$ cat src/rtl/lcd_drv_pkg.sv
package lcd_drv_pkg;

  localparam int SEG_PER_DIGIT = 7;
  localparam int BCD_W         = 4;

  typedef logic [SEG_PER_DIGIT-1:0] seg7_t;

  // on-pattern for one digit, bit 0 = segment a ... bit 6 = segment g
  function automatic seg7_t bcd_to_seg(input logic [BCD_W-1:0] code);
    seg7_t p;
    case (code)
      4'd0: p = 7'b0111111;
      4'd1: p = 7'b0000110;
      4'd2: p = 7'b1011011;
      4'd3: p = 7'b1001111;
      4'd4: p = 7'b1100110;
      4'd5: p = 7'b1101101;
      4'd6: p = 7'b1111101;
      4'd7: p = 7'b0000111;
      4'd8: p = 7'b1111111;
      4'd9: p = 7'b1101111;
      default: p = '0;
    endcase
    return p;
  endfunction

endpackage

$ cat src/rtl/lcd_bp_timer.sv
module lcd_bp_timer #(
  parameter int HALF_TICKS = 100
) (
  input  logic clk,
  input  logic rst,
  input  logic tick,
  output logic flip,
  output logic bp
);
  localparam int CW = (HALF_TICKS > 1) ? $clog2(HALF_TICKS) : 1;
  localparam logic [CW-1:0] LAST = CW'(HALF_TICKS - 1);

  logic [CW-1:0] cnt_q;
  logic          bp_q;

  assign flip = tick && (cnt_q == LAST);
  assign bp   = bp_q;

  always_ff @(posedge clk) begin
    if (rst) begin
      cnt_q <= '0;
      bp_q  <= 1'b0;
    end else if (tick) begin
      if (flip) begin
        cnt_q <= '0;
        bp_q  <= ~bp_q;
      end else begin
        cnt_q <= cnt_q + 1'b1;
      end
    end
  end


  bp_needs_tick_chk: assert property (@(posedge clk) disable iff (rst)
    !$past(tick) |-> $stable(bp_q));


  cnt_idle_hold_chk: assert property (@(posedge clk) disable iff (rst)
    !$past(tick) |-> $stable(cnt_q));


  cnt_wrap_chk: assert property (@(posedge clk) disable iff (rst)
    (bp_q != $past(bp_q)) |-> (cnt_q == '0));

endmodule

$ cat src/rtl/lcd_digit_dec.sv
module lcd_digit_dec
  import lcd_drv_pkg::*;
(
  input  logic [BCD_W-1:0] code,
  input  logic             blank,
  output seg7_t            pat
);
  assign pat = blank ? '0 : bcd_to_seg(code);

  always_comb begin

    if (blank) blank_off_chk: assert (pat == '0);

    if (code > 4'd9) non_bcd_off_chk: assert (pat == '0);
  end

endmodule

$ cat src/rtl/lcd_frame_reg.sv
module lcd_frame_reg #(
  parameter int W = 23
) (
  input  logic         clk,
  input  logic         rst,
  input  logic         flip,
  input  logic         bp,
  input  logic [W-1:0] pat_in,
  output logic [W-1:0] seg_out
);
  logic [W-1:0] pat_q;
  logic [W-1:0] seg_q;

  always_ff @(posedge clk) begin
    if (rst) begin
      pat_q <= '0;
      seg_q <= '0;
    end else if (flip) begin
      pat_q <= pat_in;
      seg_q <= pat_in ^ {W{~bp}};
    end
  end

  assign seg_out = seg_q;


  seg_hold_chk: assert property (@(posedge clk) disable iff (rst)
    !$past(flip) |-> $stable(seg_q));


  off_in_phase_chk: assert property (@(posedge clk) disable iff (rst)
    $past(flip) |-> ((seg_q & ~pat_q) == ({W{~$past(bp)}} & ~pat_q)));


  on_antiphase_chk: assert property (@(posedge clk) disable iff (rst)
    $past(flip) |-> ((seg_q & pat_q) == ({W{$past(bp)}} & pat_q)));

endmodule

$ cat src/rtl/lcd_static_drv.sv
module lcd_static_drv
  import lcd_drv_pkg::*;
#(
  parameter int NUM_DIGITS = 3,
  parameter int HALF_TICKS = 100
) (
  input  logic                            clk,
  input  logic                            rst,
  input  logic                            tick,
  input  logic [NUM_DIGITS*BCD_W-1:0]     digits_bcd,
  input  logic                            lead_one,
  input  logic                            minus,
  input  logic                            over_range,
  output logic                            backplane,
  output logic [NUM_DIGITS*SEG_PER_DIGIT-1:0] seg_digits,
  output logic                            seg_lead,
  output logic                            seg_sign
);
  localparam int DIG_W = NUM_DIGITS * SEG_PER_DIGIT;
  localparam int ALL_W = DIG_W + 2;

  logic             flip;
  logic             bp;
  logic [DIG_W-1:0] dig_pat;
  logic [ALL_W-1:0] pat_all;
  logic [ALL_W-1:0] seg_all;

  lcd_bp_timer #(.HALF_TICKS(HALF_TICKS)) u_timer (
    .clk  (clk),
    .rst  (rst),
    .tick (tick),
    .flip (flip),
    .bp   (bp)
  );

  for (genvar k = 0; k < NUM_DIGITS; k++) begin : g_dig
    lcd_digit_dec u_dec (
      .code  (digits_bcd[k*BCD_W +: BCD_W]),
      .blank (over_range),
      .pat   (dig_pat[k*SEG_PER_DIGIT +: SEG_PER_DIGIT])
    );
  end

  assign pat_all = {minus, (lead_one | over_range), dig_pat};

  lcd_frame_reg #(.W(ALL_W)) u_frame (
    .clk     (clk),
    .rst     (rst),
    .flip    (flip),
    .bp      (bp),
    .pat_in  (pat_all),
    .seg_out (seg_all)
  );

  assign backplane  = bp;
  assign seg_digits = seg_all[DIG_W-1:0];
  assign seg_lead   = seg_all[DIG_W];
  assign seg_sign   = seg_all[DIG_W+1];


  reset_dark_chk: assert property (@(posedge clk)
    $past(rst) |-> (!backplane && seg_all == '0));

endmodule

$ cat config.mk
export PLATFORM = sky130hd
export DESIGN_NAME = lcd_static_drv
export DESIGN_NICKNAME = d
export VERILOG_FILES = /design/src/rtl/lcd_drv_pkg.sv /design/src/rtl/lcd_bp_timer.sv /design/src/rtl/lcd_digit_dec.sv /design/src/rtl/lcd_frame_reg.sv /design/src/rtl/lcd_static_drv.sv
export SDC_FILE = /design/constraint.sdc
export NUM_CORES = 1
export LEC_CHECK = 0
export CAP_MARGIN = 40
export CORE_UTILIZATION = 57
export CTS_CLUSTER_DIAMETER = 60
export DETAILED_ROUTE_END_ITERATION = 6
export PLACE_DENSITY = 0.85
export SLEW_MARGIN = 0
export SYNTH_ARGS = -nofsm -noshare
export SYNTH_HDL_FRONTEND = slang
export SYNTH_HIERARCHICAL = 1
export SYNTH_SLANG_ARGS = --single-unit
$ cat constraint.sdc
create_clock -name clk -period 2.62 [get_ports clk]
set_input_delay 0.524 -clock clk [delete_from_list [all_inputs] [get_ports clk]]
set_output_delay 0.524 -clock clk [all_outputs]
set_load 0.1 [all_outputs]
==> results.cfg, run 1 <==
[global_route]
grt_overflow = 0
grt_first_pass_wirelength_microns = 7370
grtUsageTotal_pct = 22.8
grt_pass1_vias = 1631
antenna_found_initial = 0
grt_start_max_net_pins = 30

[detailed_routing]
dr_total_vias = 1736
drc = 0
first_iter_violations = 87
wl_microns = 4290
first_pass_iters = 4
viasPerCell = 5.28
postRouteAntennaNets = 0
wl_per_cell_microns = 13.0

[clock_network]
h-tree-depth = 2
numCtsBuffers = 5
cts-root-buf = clkbuf_8
path_clk_slew_ps = 60
cts_sinks = 31
cts_tree = built
post-cts-setup-buffers = 0
post_cts_resized = 0
insertion_delay_ps = 290
cts-hold-fix-buffers = 0
clockBufferDepth = 2

[pwr]
p_leak_nw = 1.22
powerDensity_nw_per_um2 = 389
irDropWorstVdd_mv = 0.249

[worst_setup_path]
critPathArrivalTime_ps = 2240
end_kind = flip-flop
critPathMaxFanout = 6
rr_worst_depth = 6
cp.required_ps = 2780
worstSetupStartpointType = primary input
worst-setup-path-type = in2reg

[floorplan]
die_h_microns = 64.9
fp-row-count = 22
ios = 42
dieArea_sq_um = 4220
coreArea_sq_um = 3720
dieWidth_microns = 64.9
start_util_pct = 60.7

[finish]
most-common-layout-cells = nand2b_1, buf_4, dfxtp_1, xor2_1, o22ai_2
num-nets-final = 314
antenna_cells = 0
final_common_cell = nand2b_1
fill_cells = 300
stdcell_count = 329
layout-drive-gt1-share_pct = 24.2
area_growth_pct = 20.8

[timing]
fin_skew_ps = 6.26
fmax_mhz = 480
rsz0062_at_grt = no
setup_violations = 0
hold_slack_ps = 488
finalCritPeriodShare_pct = 79.5
slew_headroom_pct = 70.7
period_needed_ps = 2080
final-hold-violation-count = 0
timing.setup.tns_ps = 0
worstMarginPinSlew_ps = 438
slew_viol_final = 0

[yosys]
yosys_warnings = 6
synthDistinctLibCells = 37
syn_area_per_cell_sq_um = 9.52
syn_nets = 271
netlist_instances = 237
synth_seq_cells = 31
synthArstFlopShare_pct = 0
synth_edf_count = 0
yosysSeqAreaShare_pct = 27.5
syn_area_sq_um = 2260
synth_flop_cell = dfxtp_1

[placed_design]
dp.final_hpwl_microns = 3120
io_buffers = 41
routabilityCongestion = 0.890
placed_cells = 321

[min_path]
worst_hold_path.num_cells = 2
min_path_type = reg2reg

[run_status]
outcome = completed

[flow_run]
drv_cap = 0
## worst max-delay path, cell delays in order
cell	delay [ps]
clkdlybuf4s50_1	600
inv_1	130
ha_1	190
or2_0	190
a21o_1	190
o21ai_1	110
xor2_1	220
o22ai_2	100
## final timing paths
| kind | slack (ps) | to | startpoint |
|---|---|---|---|
| max | 540 | u_frame/seg_out[10]$_SDFFE_PP0P_ | digits_bcd[5] |
| min reg2reg | 490 | u_frame/seg_out[20]$_SDFFE_PP0P_ | u_frame/seg_out[20]$_SDFFE_PP0P_ |
| max reg2reg | 850 | u_frame/seg_out[22]$_SDFFE_PP0P_ | u_timer/cnt_q[2]$_SDFFE_PP0P_ |
| min | 490 | u_frame/seg_out[20]$_SDFFE_PP0P_ | u_frame/seg_out[20]$_SDFFE_PP0P_ |
## state kept, by name, summed over array words and instances (netlist names)
signal	count
u_timer/bp	1
u_timer/cnt_q	7
u_frame/seg_out	23
## layout make-up
type                    instances  area (sq um)  area share (%)
inverters                       6          22.5           0.826
well taps                      48          60.1            2.20
repair buffers                 51           450            16.5
flip-flops and latches         31           621            22.8
multi-input cells             185          1470            54.0
clock buffers                   8           100            3.67
## where the power goes
part	switching [W]	internal, W
Clock	0.000168	0.000239
Combinational	0.0000899	0.0000852
Sequential	0.00000323	0.000474
## logic make-up after synthesis
family / count (synthesis) / synth area share, %
AOI/OAI and AO/OA: 51 / 19.5
buffers and inverters: 21 / 7.21
muxes: 5 / 2.44
adders and majority gates: 16 / 8.87
and+or+nand+nor: 84 / 22.9
xor gates and xnor gates: 29 / 11.6
DFF: 31 / 27.5
## Yosys cell counts, drive strengths merged, types with 4 or more instances
cell type	n	share of area, %
nor2b	7	1.9
nand2b	40	12
a21oi	6	1.3
nor2	12	2.0
nand2	4	0.66
inv	6	1.0
buf	12	5.7
xor2	26	10
or2	10	2.8
mux2i	4	1.8
dfxtp	31	27
o21ai	4	0.89
ha	16	8.9
o22ai	33	15
## metrics by stage
stage / util (%) / cell area (sq um) / power (W) / setup WS, ps
after floorplan: - / 2260 / 0.000601 / 863
final: 73.4 / 2730 / 0.00106 / 538
after detailed placement: 70.7 / 2630 / 0.000661 / 284
after CTS: 73.4 / 2730 / 0.00107 / 525
after global routing: 73.4 / 2730 / 0.00111 / 436
after global placement: 70.7 / 2630 / 0.000658 / 311
## layer usage
layer,share of wire (%),global-route usage [%],vias to the layer above
li1,-,-,898
met2,49,38.0,41
met1,45,27.9,790
met3,4.0,5.28,7
met5,0,0,-
met4,1.7,9.17,0
No activity file was read; power rests on OpenSTA's default activity.
==> inputs of run 2 (changes only) <==
--- a/config.mk
+++ b/config.mk
@@ -6,10 +6,10 @@
 export NUM_CORES = 1
 export LEC_CHECK = 0
 export CAP_MARGIN = 40
-export CORE_UTILIZATION = 57
+export CORE_UTILIZATION = 47
 export CTS_CLUSTER_DIAMETER = 60
 export DETAILED_ROUTE_END_ITERATION = 6
-export PLACE_DENSITY = 0.85
+export PLACE_DENSITY = 0.75
 export SLEW_MARGIN = 0
 export SYNTH_ARGS = -nofsm -noshare
 export SYNTH_HDL_FRONTEND = slang
==> constraint.sdc (replaced) <==
create_clock -name clk -period 1.9 [get_ports clk]
set_input_delay 0.38 -clock clk [delete_from_list [all_inputs] [get_ports clk]]
set_output_delay 0.38 -clock clk [all_outputs]
set_load 0.1 [all_outputs]
==> run 2 against run 1 <==
Net effect: the flow now finishes with violations (design-rule violations); sequential power is 38% higher; first-iteration DRC count is 52% lower; hold slack worse by 7.0 ps; worst setup slack worse by 410 ps; via count is 3.2% higher; die area is 21% higher.
==> results.cfg, run 2 (same netlist as run 1, synthesis figures left out) <==
[clock_network]
cts-root-buf = clkbuf_8
post_cts_resized = 0
h-tree-depth = 2
cts_sinks = 31
clockBufferDepth = 2
post-cts-setup-buffers = 0
numCtsBuffers = 5
insertion_delay_ps = 280
path_clk_slew_ps = 60
cts-hold-fix-buffers = 0
cts_tree = built

[pwr]
power_frac_clock_pct = 35.5
pwr-share-seq_pct = 45.6
irDropWorstVdd_mv = 0.300
switching_share_pct = 25.0
total_power_w = 0.00144
p_leak_nw = 1.35
internal_power_w = 0.00108
combPwrFrac_pct = 18.8
switchingPower_w = 0.000361
powerDensity_nw_per_um2 = 495

[detailed_routing]
dr_total_vias = 1791
postRouteAntennaNets = 0
wl_microns = 4470
viasPerCell = 5.00
wl_per_cell_microns = 12.5
drc = 2
first_pass_iters = 7
first_iter_violations = 42

[floorplan]
ios = 42
coreArea_sq_um = 4470
fp-row-count = 24
dieArea_sq_um = 5080
dieWidth_microns = 71.3
die_h_microns = 71.3
start_util_pct = 50.4

[worst_setup_path]
cp.required_ps = 2060
crit_path_end = u_frame/seg_out[9]$_SDFFE_PP0P_
critPathMaxFanout = 3
critical_path.startpoint = digits_bcd[4]
rr_worst_depth = 6
r2r_start = u_timer/cnt_q[2]$_SDFFE_PP0P_
r2r-end = u_frame/seg_out[18]$_SDFFE_PP0P_
critPathArrivalTime_ps = 1930
reg2reg_setup_slack_ps = 320
worst-setup-path-type = in2reg
worstSetupStartpointType = primary input
end_kind = flip-flop

[timing]
worstMarginPinSlew_ps = 400
finalCritPeriodShare_pct = 93.1
timing.setup.tns_ps = 0
fmax_mhz = 565
rsz0062_at_grt = no
layout_setup_ws_ps = 131
final-hold-violation-count = 0
slew_viol_final = 0
slew_headroom_pct = 73.3
fin_skew_ps = 4.22
hold_slack_ps = 481
period_needed_ps = 1770
setup_violations = 0

[run_status]
violations = design-rule violations
outcome = complete, but fails checks

[placed_design]
routabilityCongestion = 0.831
preCtsSetupSlack_ps = -166
place_area_sq_um = 2830
dp.final_hpwl_microns = 3470
io_buffers = 41

[finish]
area_growth_pct = 29.2
most-common-layout-cells = buf_4, nand2b_1, dfxtp_1, xor2_1, o22ai_2
layout-drive-gt1-share_pct = 30.7
antenna_cells = 0
num-nets-final = 340
fin_area_sq_um = 2920
final_common_cell = buf_4
largest_reg_flops = 23
fill_cells = 378

[global_route]
grtUsageTotal_pct = 18.6
grt_start_max_net_pins = 26
antenna_found_initial = 0
grt_overflow = 0
grt_pass1_vias = 1690
grt_first_pass_wirelength_microns = 7470

[min_path]
min_path_type = reg2reg
min_from = u_frame/seg_out[20]$_SDFFE_PP0P_

[flow_run]
drv_cap = 0
-- run 2: cell count changes in the layout (fill, tap and decap cells not counted), sizes merged --
| cell | delta |
|---|---|
| buf | +26 |
| clkinv | +1 |
| clkbuf | -2 |
-- run 2: per-layer routing --
| metal | track usage (%) | routed length, microns | up-vias |
|---|---|---|---|
| met2 | 31.6 | 2170 | 27 |
| met1 | 23.3 | 2160 | 811 |
| met4 | 6.00 | 27 | 0 |
| met5 | 0 | 0 | - |
| met3 | 4.36 | 105 | 4 |
| li1 | - | - | 949 |
-- run 2: worst max-delay path, stage by stage --
cell	delay [ps]
clkdlybuf4s50_1	510
inv_1	90
ha_1	210
nor2b_1	130
o22ai_1	120
nor2b_1	190
xor2_1	210
o22ai_2	100
-- run 2: area by class of cell --
cell class | instances | area, sq um | share of cell area (%)
flip-flops and latches | 31 | 621 | 21.3
inverters | 6 | 22.5 | 0.773
well taps | 52 | 65.1 | 2.23
clock inverters | 1 | 5.00 | 0.172
repair buffers | 77 | 646 | 22.1
clock buffers | 6 | 82.6 | 2.83
multi-input cells | 185 | 1470 | 50.6
-- run 2: worst min-delay path by stage --
| stage | endpoint | cells after the start | slack, ps |
|---|---|---|---|
| after floorplan | u_timer/cnt_q[5]$_SDFFE_PP0P_ | 2 | 470 |
| after global placement | u_frame/seg_out[22]$_SDFFE_PP0P_ | 2 | 470 |
| after detailed placement | u_frame/seg_out[20]$_SDFFE_PP0P_ | 2 | 480 |
| after CTS | u_frame/seg_out[20]$_SDFFE_PP0P_ | 2 | 490 |
| after global routing | u_frame/seg_out[22]$_SDFFE_PP0P_ | 2 | 500 |
| final | u_frame/seg_out[20]$_SDFFE_PP0P_ | 2 | 480 |
-- run 2: stage by stage --
step / cells / utilization, %
final: 358 / 65.2
after global routing: 358 / 65.2
after CTS: 358 / 65.2
after detailed placement: 351 / 63.2
after global placement: 351 / 63.2
after floorplan: 237 / -
-- run 2: power by group through the flow --
stage,Clock (W),Sequential (W),Combinational (W)
2_1_floorplan,0,0.000672,0.000157
3_3_place_gp,0,0.000672,0.000269
3_5_place_dp,0,0.000672,0.000272
4_1_cts,0.000530,0.000658,0.000273
5_1_grt,0.000564,0.000659,0.000301
6_report,0.000513,0.000658,0.000271
